File: src/rtl/pause_pkg.sv
package pause_pkg;

  typedef enum logic {
    PS_IDLE = 1'b0,
    PS_BUSY = 1'b1
  } pause_state_e;

endpackage

File: src/rtl/pause_prescaler.sv
module pause_prescaler #(
  parameter int GRAN_LOG2 = 3
) (
  input  logic clk,
  input  logic rst,
  input  logic restart,
  input  logic run,
  output logic tick
);

  logic [GRAN_LOG2-1:0] phase_q;

  always_ff @(posedge clk) begin
    if (rst || restart) begin
      phase_q <= '0;
    end else if (run) begin
      phase_q <= phase_q + 1'b1;
    end
  end

  // Tick on the last phase of each granule
  assign tick = run && !restart && (phase_q == '1);

endmodule

File: src/rtl/pause_countdown.sv
module pause_countdown #(
  parameter int DATA_W    = 16,
  parameter int GRAN_LOG2 = 3,
  localparam int CNT_W    = DATA_W - GRAN_LOG2
) (
  input  logic             clk,
  input  logic             rst,
  input  logic             load,
  input  logic [CNT_W-1:0] load_val,
  input  logic             tick,
  output logic             expire
);

  logic [CNT_W-1:0] cnt_q;

  always_ff @(posedge clk) begin
    if (rst) begin
      cnt_q <= '0;
    end else if (load) begin
      cnt_q <= load_val;
    end else if (tick && (cnt_q != '0)) begin
      cnt_q <= cnt_q - 1'b1;
    end
  end

  // Zero count releases after one cycle; otherwise release on the final tick
  assign expire = (cnt_q == '0) || ((cnt_q == CNT_W'(1)) && tick);

endmodule

File: src/rtl/pause_ctrl.sv
module pause_ctrl
  import pause_pkg::*;
(
  input  logic clk,
  input  logic rst,
  input  logic wr_en,
  input  logic trap_in,
  input  logic expire,
  output logic busy,
  output logic stall_o,
  output logic done_o
);

  pause_state_e state_q;
  pause_state_e state_d;
  logic         done_d;

  always_comb begin
    state_d = state_q;
    done_d  = 1'b0;
    if (wr_en) begin
      state_d = PS_BUSY;
    end else if ((state_q == PS_BUSY) && (trap_in || expire)) begin
      state_d = PS_IDLE;
      done_d  = 1'b1;
    end
  end

  always_ff @(posedge clk) begin
    if (rst) begin
      state_q <= PS_IDLE;
      done_o  <= 1'b0;
    end else begin
      state_q <= state_d;
      done_o  <= done_d;
    end
  end

  assign busy    = (state_q == PS_BUSY);
  assign stall_o = busy;

endmodule

File: src/rtl/strand_pause_unit.sv
module strand_pause_unit #(
  parameter int DATA_W    = 16,
  parameter int GRAN_LOG2 = 3
) (
  input  logic              clk,
  input  logic              rst,
  input  logic              wr_en,
  input  logic [DATA_W-1:0] wr_data,
  input  logic              trap_in,
  output logic              stall_o,
  output logic              done_o
);

  localparam int CNT_W = DATA_W - GRAN_LOG2;

  logic             busy;
  logic             tick;
  logic             expire;
  logic [CNT_W-1:0] load_val;

  assign load_val = wr_data[DATA_W-1:GRAN_LOG2];

  pause_prescaler #(
    .GRAN_LOG2(GRAN_LOG2)
  ) u_prescaler (
    .clk     (clk),
    .rst     (rst),
    .restart (wr_en),
    .run     (busy),
    .tick    (tick)
  );

  pause_countdown #(
    .DATA_W   (DATA_W),
    .GRAN_LOG2(GRAN_LOG2)
  ) u_countdown (
    .clk      (clk),
    .rst      (rst),
    .load     (wr_en),
    .load_val (load_val),
    .tick     (tick),
    .expire   (expire)
  );

  pause_ctrl u_ctrl (
    .clk     (clk),
    .rst     (rst),
    .wr_en   (wr_en),
    .trap_in (trap_in),
    .expire  (expire),
    .busy    (busy),
    .stall_o (stall_o),
    .done_o  (done_o)
  );

endmodule

File: config.mk
export PLATFORM = sky130hd
export DESIGN_NAME = strand_pause_unit
export DESIGN_NICKNAME = d
export VERILOG_FILES = /design/src/rtl/pause_pkg.sv /design/src/rtl/pause_prescaler.sv /design/src/rtl/pause_countdown.sv /design/src/rtl/pause_ctrl.sv /design/src/rtl/strand_pause_unit.sv
export SDC_FILE = /design/constraint.sdc
export NUM_CORES = 1
export LEC_CHECK = 0
export ABC_CLOCK_PERIOD_IN_PS = 3890
export BUFFER_PORTS_ARGS = -buffer_cell sky130_fd_sc_hd__buf_2
export CORE_UTILIZATION = 55
export DETAILED_ROUTE_END_ITERATION = 10
export GPL_TIMING_DRIVEN = 0
export PLACE_DENSITY = 0.8
export SLEW_MARGIN = 20
export SYNTH_ARGS = -nofsm -noshare
export SYNTH_HDL_FRONTEND = slang
export SYNTH_HIERARCHICAL = 1
export SYNTH_SLANG_ARGS = --single-unit
File: constraint.sdc
create_clock -name clk -period 3.89 [get_ports clk]
set_input_delay 0.1945 -clock clk [delete_from_list [all_inputs] [get_ports clk]]
set_output_delay 0.1945 -clock clk [all_outputs]
set_load 0.05 [all_outputs]
==> metrics.txt, run 1 <==
run status complete, no violations; slowest stage delay, CP 540 ps; share of cells above drive strength 1 20.7%; Port Buffers 18; Synth Register Bits 18; Placed Cells 162; CP most frequent cell ha_1; RSZ-0062 raised after global routing false; Die Wd 46.0 microns; total CTS buffers 3; NumNets Final 167; row count 15; Ant. Diodes 0; clk_skew 4.99 ps; I/O pin count 22; CTS root buf clkbuf_4; max cap viols 0; Net Count, Synth 144; Final ANT Viol Nets 0; final hold violation count 0; # setup viols final 0; Gate power share 20.3%; WP data required 4090 ps; CP cell instances ha_1 -> ha_1 -> nand2_1 -> nor2_1 -> or4b_1 -> or2_1 -> or4_1 -> a311oi_1; grt ovf 0; peak supply drop 0.000253 V; Setup TNS 0 ps; Final Routed Wirelength 2320 microns; fin cells 165; fmax 378 MHz; worst-skew pair later-pin latency 290 ps; P&R area growth vs syn 13.5%; Arr. time, crit path 2840 ps; Clock power frac 24.1%; Synth cell types 42; GP Congestion 0.818; Setup WS post-layout 1250 ps; Cell Pwr Density 307 nW/um^2; clk slew on worst S/H paths 100 ps; post-synthesis sequential area ratio 33.8%; H-Tree Depth 1; first-pass GRT wire length 3750 microns; period utilisation layout 67.9%; P_int 264 uW; critical path class register to register; vias per inst 5.98; switching part of the total 28.9%; Slew HR 61.6%; post_cts resized 0; Bufs and invs on worst path 0; Post-CTS Hold Fix Bufs 0; DRC 0; Top delay family on crit path simple AND/OR/NAND/NOR gates; first-iteration detailed-routing DRC count 17; CP endpoint kind register; Num Clock Sinks 18; full die area 2120 sq um; Total GRT Usage 24.9%; LEAKAGE 0.476 nW; Die Span Y 46.0 microns; worst slew pin tran 572 ps; post-DP HPWL 1640 microns; number of setup buffers added after CTS 0; Syn. warnings 6; initial antenna violation count 0; Syn Inst Count 119; hold crit path type input pin to register; initial core utilization 60.4%; largest net degree at the start of global routing 11; fin. max-slew vios 0; cell area after synthesis 1070 sq um; Post-Place Setup Slack 1290 ps; Worst setup SP type register; CORE AREA 1760 sq um; DR vias 987; Wirelength per Cell 14.1 microns; iteration count of the initial detailed-routing pass 4; Critical Path Fanout Max 7; final core occ 68.6%; CTS Buffer Depth 2; Final min period 2640 ps; CTS tree done; Psw 107 uW; vias in the first global route 817; mean post-synth cell area 8.96 sq um; Seq pwr share 55.6%; CP max stage cell or4b_1
[state kept, by name, summed over array words and instances, names as in the netlist]
register / flops
u_prescaler/phase_q: 3
u_countdown/cnt_q: 13
u_ctrl/done_o: 1
u_ctrl/busy: 1
[final timing paths]
path                            cells past startpoint                    end                    from  slack, ps
worst max-delay path                                8   u_countdown/cnt_q[7]  u_prescaler/phase_q[0]       1250
worst min-delay path                                2   u_countdown/cnt_q[3]              wr_data[6]        120
worst max register to register                      8   u_countdown/cnt_q[7]  u_prescaler/phase_q[0]       1250
worst min register to register                      2  u_countdown/cnt_q[10]   u_countdown/cnt_q[10]        520
[final cells by class]
cell class / count / area, sq um
plain buffers: 7 / 37.5
clock buffers: 3 / 22.5
fillers: 175 / 554
inverters: 7 / 26.3
multi-input cells: 87 / 642
flip-flops and latches: 18 / 360
well taps: 25 / 31.3
repair buffers: 18 / 90.1
[per-stage QoR]
step	cell area [sq um]	total power, mW	hold WS (ps)
after floorplan	1070	0.261	264
after global placement	1190	0.281	418
after detailed placement	1190	0.284	421
after CTS	1210	0.373	116
after global routing	1210	0.393	122
final	1210	0.371	121
[cells by family after synthesis]
kind of cell,after synthesis,synth area share (%)
simple gates,45,27.0
flops,18,33.8
compound gates,31,21.9
mux,4,3.76
fa+ha+maj,5,5.87
buf+inv,14,5.98
xor+xnor,2,1.64
[cell usage in the layout (no fill, tap or decap), types with 2 or more instances in the layout]
| cell type | netlist | final |
|---|---|---|
| buf_2 | 0 | 18 |
| dfxtp_1 | 18 | 18 |
| nor2_1 | 9 | 9 |
| inv_1 | 6 | 6 |
| a21oi_1 | 6 | 6 |
| or4_1 | 6 | 6 |
| o21ai_0 | 5 | 5 |
| nand2_1 | 5 | 5 |
| nor3_1 | 5 | 5 |
| ha_1 | 5 | 5 |
| clkbuf_1 | 4 | 4 |
| nor4_1 | 4 | 4 |
| a211oi_1 | 4 | 4 |
| mux2i_1 | 4 | 4 |
| clkbuf_4 | 0 | 3 |
| o31ai_1 | 3 | 3 |
| or3_1 | 2 | 2 |
| or4_4 | 2 | 2 |
| or4b_1 | 2 | 2 |
| a31oi_1 | 2 | 2 |
| a311oi_1 | 2 | 2 |
| o211a_1 | 2 | 2 |
| xnor2_1 | 2 | 2 |
[power groups by stage]
stage          clock network, mW  registers (mW)  logic, mW
6_report                  0.0894           0.206     0.0752
3_3_place_gp                   0           0.209     0.0716
3_5_place_dp                   0           0.210     0.0740
4_1_cts                   0.0924           0.206     0.0746
5_1_grt                    0.102           0.207     0.0842
2_1_floorplan                  0           0.208     0.0534
[synth_stat cells]
| master | count | share of area [%] |
|---|---|---|
| dfxtp_1 | 18 | 34 |
| nor2_1 | 9 | 3.2 |
| a21oi_1 | 6 | 2.8 |
| inv_1 | 6 | 2.1 |
| or4_1 | 6 | 4.2 |
| ha_1 | 5 | 5.9 |
| nand2_1 | 5 | 1.8 |
| nor3_1 | 5 | 2.3 |
| o21ai_0 | 5 | 2.3 |
| a211oi_1 | 4 | 2.8 |
| clkbuf_1 | 4 | 1.4 |
| mux2i_1 | 4 | 3.8 |
| nor4_1 | 4 | 2.3 |
| o31ai_1 | 3 | 2.1 |
| a311oi_1 | 2 | 1.6 |
| a31oi_1 | 2 | 1.2 |
| o211a_1 | 2 | 1.9 |
| or3_1 | 2 | 1.2 |
| or4_4 | 2 | 2.1 |
| or4b_1 | 2 | 1.9 |
| xnor2_1 | 2 | 1.6 |
| a2111oi_2 | 1 | 1.4 |
| a221o_1 | 1 | 0.94 |
| a221oi_1 | 1 | 0.82 |
| and2_1 | 1 | 0.59 |
| and4_1 | 1 | 0.82 |
| buf_1 | 1 | 0.35 |
| buf_4 | 1 | 0.70 |
| buf_6 | 1 | 1.1 |
| clkinv_1 | 1 | 0.35 |
| nand2b_1 | 1 | 0.59 |
| nand4bb_1 | 1 | 1.1 |
| nor2b_1 | 1 | 0.59 |
| nor3_2 | 1 | 0.94 |
| nor4_2 | 1 | 1.2 |
| nor4b_1 | 1 | 0.82 |
| o21a_1 | 1 | 0.70 |
| o311a_1 | 1 | 0.94 |
| o311ai_0 | 1 | 0.82 |
| o41ai_2 | 1 | 1.5 |
| or2_1 | 1 | 0.59 |
| or3b_1 | 1 | 0.82 |
[per-layer routing]
layer | vias up | track usage (%) | part of all wire [%]
li1 | 503 | - | -
met1 | 457 | 34.4 | 48
met4 | 0 | 3.53 | 0.52
met2 | 25 | 39.7 | 47
met5 | - | 0 | 0
met3 | 2 | 5.95 | 4.4
Note: power is estimated with default switching activity, not from simulation.
==> run 2: changes to the inputs <==
--- a/config.mk
+++ b/config.mk
@@ -5,12 +5,13 @@
 export SDC_FILE = /design/constraint.sdc
 export NUM_CORES = 1
 export LEC_CHECK = 0
-export ABC_CLOCK_PERIOD_IN_PS = 3890
+export ABC_AREA = 1
+export ABC_CLOCK_PERIOD_IN_PS = 2150
 export BUFFER_PORTS_ARGS = -buffer_cell sky130_fd_sc_hd__buf_2
-export CORE_UTILIZATION = 55
+export CORE_UTILIZATION = 49
 export DETAILED_ROUTE_END_ITERATION = 10
 export GPL_TIMING_DRIVEN = 0
-export PLACE_DENSITY = 0.8
+export PLACE_DENSITY = 0.74
 export SLEW_MARGIN = 20
 export SYNTH_ARGS = -nofsm -noshare
 export SYNTH_HDL_FRONTEND = slang
==> constraint.sdc (replaced) <==
create_clock -name clk -period 2.15 [get_ports clk]
set_input_delay 0.1075 -clock clk [delete_from_list [all_inputs] [get_ports clk]]
set_output_delay 0.1075 -clock clk [all_outputs]
set_load 0.05 [all_outputs]
==> metrics.txt, run 2 <==
run status complete, no violations; I/O pin count 22 (unchanged); initial antenna violation count 0 (unchanged); post-DP HPWL 2300 microns (+40%); Worst setup SP type register; Net Count, Synth 224 (+56%); Synth cell types 25 (-40%); CP endpoint kind register; Final ANT Viol Nets 0 (unchanged); hold crit path type input pin to register; full die area 2710 sq um (+28%); Slew HR 68.8% (+7.2 points); fin. max-slew vios 0 (unchanged); first-pass GRT wire length 5390 microns (+44%); vias per inst 5.24 (-12%); Largest register FFs 13 (unchanged); Num Clock Sinks 18 (unchanged); Synth area leaders dfxtp_1 29%, nand2_1 20%, nor2_1 9.5%; WP data required 2350 ps (-1740 ps); Total GRT Usage 27.0% (+2.2 points); vias in the first global route 1,290 (+58%); cell taking the most area after synthesis dfxtp_1; post-synthesis sequential area ratio 29.3% (-4.5 points); H-Tree Depth 1 (unchanged); peak supply drop 0.000547 V (+120%); final hold violation count 0 (unchanged); Post-CTS Hold Fix Bufs 0 (unchanged); period utilisation layout 78.3% (+10 points); largest net degree at the start of global routing 11 (unchanged); Regs by FF count u_countdown/cnt_q x13, u_prescaler/phase_q x3; Synth top cells by count 65 x nand2_1, 31 x nor2_1, 18 x dfxtp_1, 17 x inv_1, 13 x nand3_1; Setup TNS 0 ps (unchanged); total CTS buffers 3 (unchanged); Synth Register Bits 18 (unchanged); NumNets Final 247 (+48%); GP Congestion 0.918 (+12%); commonest cells after routing, fill and taps aside 65 x nand2_1, 31 x nor2_1, 20 x buf_2; Cell Pwr Density 598 nW/um^2 (+95%); Post-Place Setup Slack 497 ps (-793 ps); worst slew pin tran 469 ps (-103 ps); DR vias 1,306 (+32%); CTS tree done; RSZ-0062 raised after global routing false; Wirelength per Cell 12.3 microns (-13%); cell area after synthesis 1230 sq um (+15%); fmax 594 MHz (+57%); largest reg by FF count u_countdown/cnt_q; initial core utilization 53.5% (-6.9 points); clk slew on worst S/H paths 110 ps (about the same); iteration count of the initial detailed-routing pass 4 (unchanged); Syn. warnings 6 (unchanged); # setup viols final 0 (unchanged); commonest non-fill, non-tap cell in the layout nand2_1; P&R area growth vs syn 13.1%; Final Routed Wirelength 3050 microns (+32%); CORE AREA 2300 sq um (+30%); most common cell in the netlist nand2_1; Yosys top cell area share 29.3% (-4.5 points); number of synthesized flops with an enable pin 0 (unchanged); row count 17 (+2); Die Wd 52.1 microns (+13%); Setup WS post-layout 468 ps (-780 ps); post_cts resized 0 (unchanged); Port Buffers 18 (unchanged); Arr. time, crit path 1890 ps (-950 ps); Syn Inst Count 199 (+67%); worst-skew pair later-pin latency 300 ps (about the same); Critical Path Fanout Max 5 (-2); CTS root buf clkbuf_4; max cap viols 0 (unchanged); ys flop type dfxtp_1; Die Span Y 52.1 microns (+13%); share of cells above drive strength 1 19.5% (-1.3 points); mean post-synth cell area 6.18 sq um (-31%); CTS Buffer Depth 2 (unchanged); Post-synth ARST share 0% (unchanged); number of setup buffers added after CTS 0 (unchanged); LEAKAGE 0.698 nW (+47%); DRC 0 (unchanged); Ant. Diodes 0 (unchanged); grt ovf 0 (unchanged); first-iteration detailed-routing DRC count 16 (-1); critical path class register to register; Final min period 1680 ps (-960 ps); clk_skew 4.02 ps (-0.976 ps)
[run 2: changes by cell type after synthesis, sizes merged, moves of 4 or more]
cell and change:
nor3 -6, or4 -8, inv +11, a211oi -4, nor4 -5, nand2 +64, o21ai +6, a21oi +4
mux2i -4, nor2 +30, nand3 +13
[run 2: cell families after synthesis]
| logic type | after synthesis | share of synthesized area, % |
|---|---|---|
| adders and majority gates | 5 | 5.09 |
| buffers and inverters | 23 | 8.24 |
| AOI/OAI and AO/OA | 23 | 10.1 |
| and+or+nand+nor | 130 | 47.3 |
| DFF | 18 | 29.3 |
[run 2: report_power, final]
| part | leakage, nW | internal [mW] | switching (mW) | total [mW] |
|---|---|---|---|---|
| combinational | 0.529 | 0.0898 | 0.147 | 0.237 |
| sequential | 0.148 | 0.354 | 0.0270 | 0.381 |
| clock | 0.0210 | 0.103 | 0.110 | 0.213 |
| total | 0.698 | 0.547 | 0.284 | 0.832 |
[run 2: cell type report]
cell class / instances / area (sq um)
fillers: 222 / 906
inverters: 18 / 68.8
well taps: 28 / 35.0
flip-flops and latches: 18 / 360
repair buffers: 18 / 90.1
multi-input cells: 158 / 768
clock buffers: 4 / 36.3
plain buffers: 5 / 32.5
[run 2: layer usage]
layer | share of wire [%] | up-vias | GRT usage, %
li1 | - | 668 | -
met4 | 1.2 | 0 | 8.11
met5 | 0 | - | 0
met3 | 6.2 | 4 | 6.73
met2 | 50 | 39 | 51.1
met1 | 43 | 595 | 28.9
[run 2: through the flow]
stage	area (sq um)	std cells	utilization, %	hold slack, ps	power, mW
detailed placement	1360	245	59.0	401	0.621
global placement	1360	245	59.0	377	0.606
floorplan	1230	199	-	170	0.558
CTS	1390	249	60.6	70.7	0.836
finish	1390	249	60.6	79.1	0.832
global route	1390	249	60.6	83.1	0.892
[run 2: critical path, stage by stage, from the launching register on]
cell and delay (ps):
dfxtp_1 350, inv_1 160, ha_1 250, nand2_1 120, nor2_1 280, nand2_1 90
nand2_1 70, nand2_1 50, nand2_1 50, nand3_1 60, nand2_1 60, inv_1 50
[run 2: worst paths after layout]
check                           cells after the start              startpoint  slack (ps)                     end
worst max-delay path                               11    u_countdown/cnt_q[0]         470   u_countdown/cnt_q[12]
worst min-delay path                                3                 trap_in          80           u_ctrl/done_o
worst max register to register                     11    u_countdown/cnt_q[0]         470   u_countdown/cnt_q[12]
worst min register to register                      2  u_prescaler/phase_q[2]         500  u_prescaler/phase_q[2]
==> run 3: changes to the inputs <==
--- a/config.mk
+++ b/config.mk
@@ -6,7 +6,7 @@
 export NUM_CORES = 1
 export LEC_CHECK = 0
 export ABC_AREA = 1
-export ABC_CLOCK_PERIOD_IN_PS = 2150
+export ABC_CLOCK_PERIOD_IN_PS = 1400
 export BUFFER_PORTS_ARGS = -buffer_cell sky130_fd_sc_hd__buf_2
 export CORE_UTILIZATION = 49
 export DETAILED_ROUTE_END_ITERATION = 10
==> constraint.sdc (replaced) <==
create_clock -name clk -period 1.4 [get_ports clk]
set_input_delay 0.07 -clock clk [delete_from_list [all_inputs] [get_ports clk]]
set_output_delay 0.07 -clock clk [all_outputs]
set_load 0.05 [all_outputs]
==> metrics.txt, run 3 (synthesis gave the netlist of run 2 again) <==
fin cells 265 (+6.4%); CTS Buffer Depth 2 (unchanged); max cap viols 0 (unchanged); final instance area 1750 sq um (+26%); Setup TNS -612 ps (-612 ps); initial core utilization 53.5% (unchanged); Hold Path Stages 3 (unchanged); run status complete, but fails checks; Final min period 1520 ps (-161 ps); Die Span Y 52.1 microns (unchanged); largest net degree at the start of global routing 11 (unchanged); period utilisation layout 109% (+30 points); row count 17 (unchanged); Critical Path Fanout Max 5 (unchanged); grt ovf 0 (unchanged); largest reg by FF count u_countdown/cnt_q; iteration count of the initial detailed-routing pass 4 (unchanged); placed inst area 1360 sq um (+0.37%); DRC 0 (unchanged); peak supply drop 0.000506 V (-7.6%); CTS tree done; Overall Power 1.46 mW (+75%); Top delay family on crit path simple AND/OR/NAND/NOR gates; post-DP HPWL 2070 microns (-10%); slowest stage delay, CP 360 ps (about the same); worst hold start trap_in; LEAKAGE 0.834 nW (+19%); Ant. Diodes 0 (unchanged); I/O pin count 22 (unchanged); final hold violation count 0 (unchanged); Crit Reg-Reg Endpoint u_countdown/cnt_q[8]; CP cell instances inv_4 -> ha_4 -> nand2_2 -> nor2_2 -> nand2_2 -> nand2_4 -> nand2_4 -> buf_12 -> buf_16 -> o21ai_2 -> nor2_1; WP data required 1610 ps (-740 ps); Wirelength per Cell 13.8 microns (+13%); first-iteration detailed-routing DRC count 52 (+36); DR vias 1,448 (+11%); worst slew pin tran 538 ps (+69.5 ps); CORE AREA 2300 sq um (unchanged); Setup WS post-layout -122 ps (-589 ps); fin. max-slew vios 0 (unchanged); total CTS buffers 3 (unchanged); first-pass GRT wire length 5610 microns (+4.1%); NumNets Final 263 (+6.5%); Port Buffers 18 (unchanged); sequential standard cell area 378 sq um (+4.9%); Slew HR 64.1% (-4.6 points); Cell Pwr Density 832 nW/um^2 (+39%); Post-CTS Hold Fix Bufs 0 (unchanged); Final Routed Wirelength 3660 microns (+20%); commonest cells after routing, fill and taps aside 56 x nand2_1, 23 x nor2_1, 20 x buf_2; Bufs and invs on worst path 3 (+1); # setup viols final 12 (+12); footprint of the multi-input gates 945 sq um (+23%); commonest non-fill, non-tap cell in the layout nand2_1; Die Wd 52.1 microns (unchanged); clk_skew 5.98 ps (+1.96 ps); Final ANT Viol Nets 0 (unchanged); H-Tree Depth 1 (unchanged); Worst setup SP type register; Total GRT Usage 28.8% (+1.7 points); GP Congestion 0.944 (+2.8%); CP max stage cell dfxtp_2; Filler cells 160 (-28%); CTS root buf clkbuf_4; R2R setup slack -120 ps (-590 ps); clk slew on worst S/H paths 120 ps (about the same); Post-Place Setup Slack -192 ps (-689 ps); Num Clock Sinks 18 (unchanged); Largest register FFs 13 (unchanged); RSZ-0062 raised after global routing true; worst-skew pair later-pin latency 310 ps (about the same); failing checks negative setup slack; P&R area growth vs syn 42.5%; CP endpoint kind register; fmax 657 MHz (+11%); Placed Cells 245 (unchanged); Hold EP u_ctrl/done_o; Reg-to-Reg Start u_countdown/cnt_q[1]; hold crit path type input pin to register; vias in the first global route 1,262 (-2.2%); critical path class register to register; path depth of the worst reg2reg path 11 (unchanged); initial antenna violation count 0 (unchanged); vias per inst 5.46 (+4.2%); Regs by FF count u_countdown/cnt_q x13, u_prescaler/phase_q x3; full die area 2710 sq um (unchanged); Arr. time, crit path 1730 ps (-160 ps); share of cells above drive strength 1 43.5% (+24 points)
-- run 3: cell types whose count changed in the layout (fill, tap and decap cells not counted), sizes merged --
| cell | change |
|---|---|
| buf | +16 |
-- run 3: power by group --
part | switching, mW | internal (mW) | total (mW)
Sequential | 0.0467 | 0.548 | 0.595
Combinational | 0.293 | 0.221 | 0.514
Clock | 0.191 | 0.159 | 0.350
-- run 3: through the flow --
step / hold slack, ps / utilization (%)
6_report: 27.1 / 76.3
2_1_floorplan: 132 / -
3_3_place_gp: 328 / 59.2
3_5_place_dp: 340 / 59.2
5_1_grt: 61.1 / 76.3
4_1_cts: 29.4 / 74.2
-- run 3: area by class of cell --
| class | instances | area share (%) |
|---|---|---|
| Buffer | 4 | 1.21 |
| Tap cell | 28 | 2.00 |
| Sequential cell | 18 | 21.6 |
| Clock buffer | 4 | 2.07 |
| Multi-Input combinational cell | 158 | 53.9 |
| Timing Repair Buffer | 35 | 15.2 |
| Inverter | 18 | 4.07 |
-- run 3: routing by layer --
layer | vias up | share of wire [%] | track usage, %
met4 | 0 | 4.2 | 17.6
met1 | 655 | 39 | 32.3
li1 | 704 | - | -
met2 | 74 | 50 | 50.9
met3 | 15 | 7.4 | 3.51
met5 | - | 0 | 0
-- run 3: timing repair --
item                                    4_1_cts  5_1_grt
endpoints found under the setup margin       15       15
resized for setup                            47       16
endpoints found under the hold margin         0        0
cloned                                        1        0
pin swaps                                    19       13
setup buffers                                14        2
-- run 3: worst max-delay path by stage --
stage	from	to	slack (ps)	cells after the start
detailed placement	u_prescaler/phase_q[0]	u_countdown/cnt_q[6]	-190	8
global placement	u_prescaler/phase_q[0]	u_countdown/cnt_q[6]	-130	8
floorplan	u_countdown/cnt_q[0]	u_countdown/cnt_q[8]	6	9
CTS	u_prescaler/phase_q[1]	u_countdown/cnt_q[6]	-80	9
global route	u_countdown/cnt_q[1]	u_countdown/cnt_q[8]	-190	11
finish	u_countdown/cnt_q[1]	u_countdown/cnt_q[8]	-120	11
-- run 3: worst register-to-register path, cell delays in order, from the launching register on --
cell	delay, ps
dfxtp_2	360
inv_4	70
ha_4	140
nand2_2	60
nor2_2	110
nand2_2	70
nand2_4	110
nand2_4	80
buf_12	130
buf_16	130
o21ai_2	110
nor2_1	50
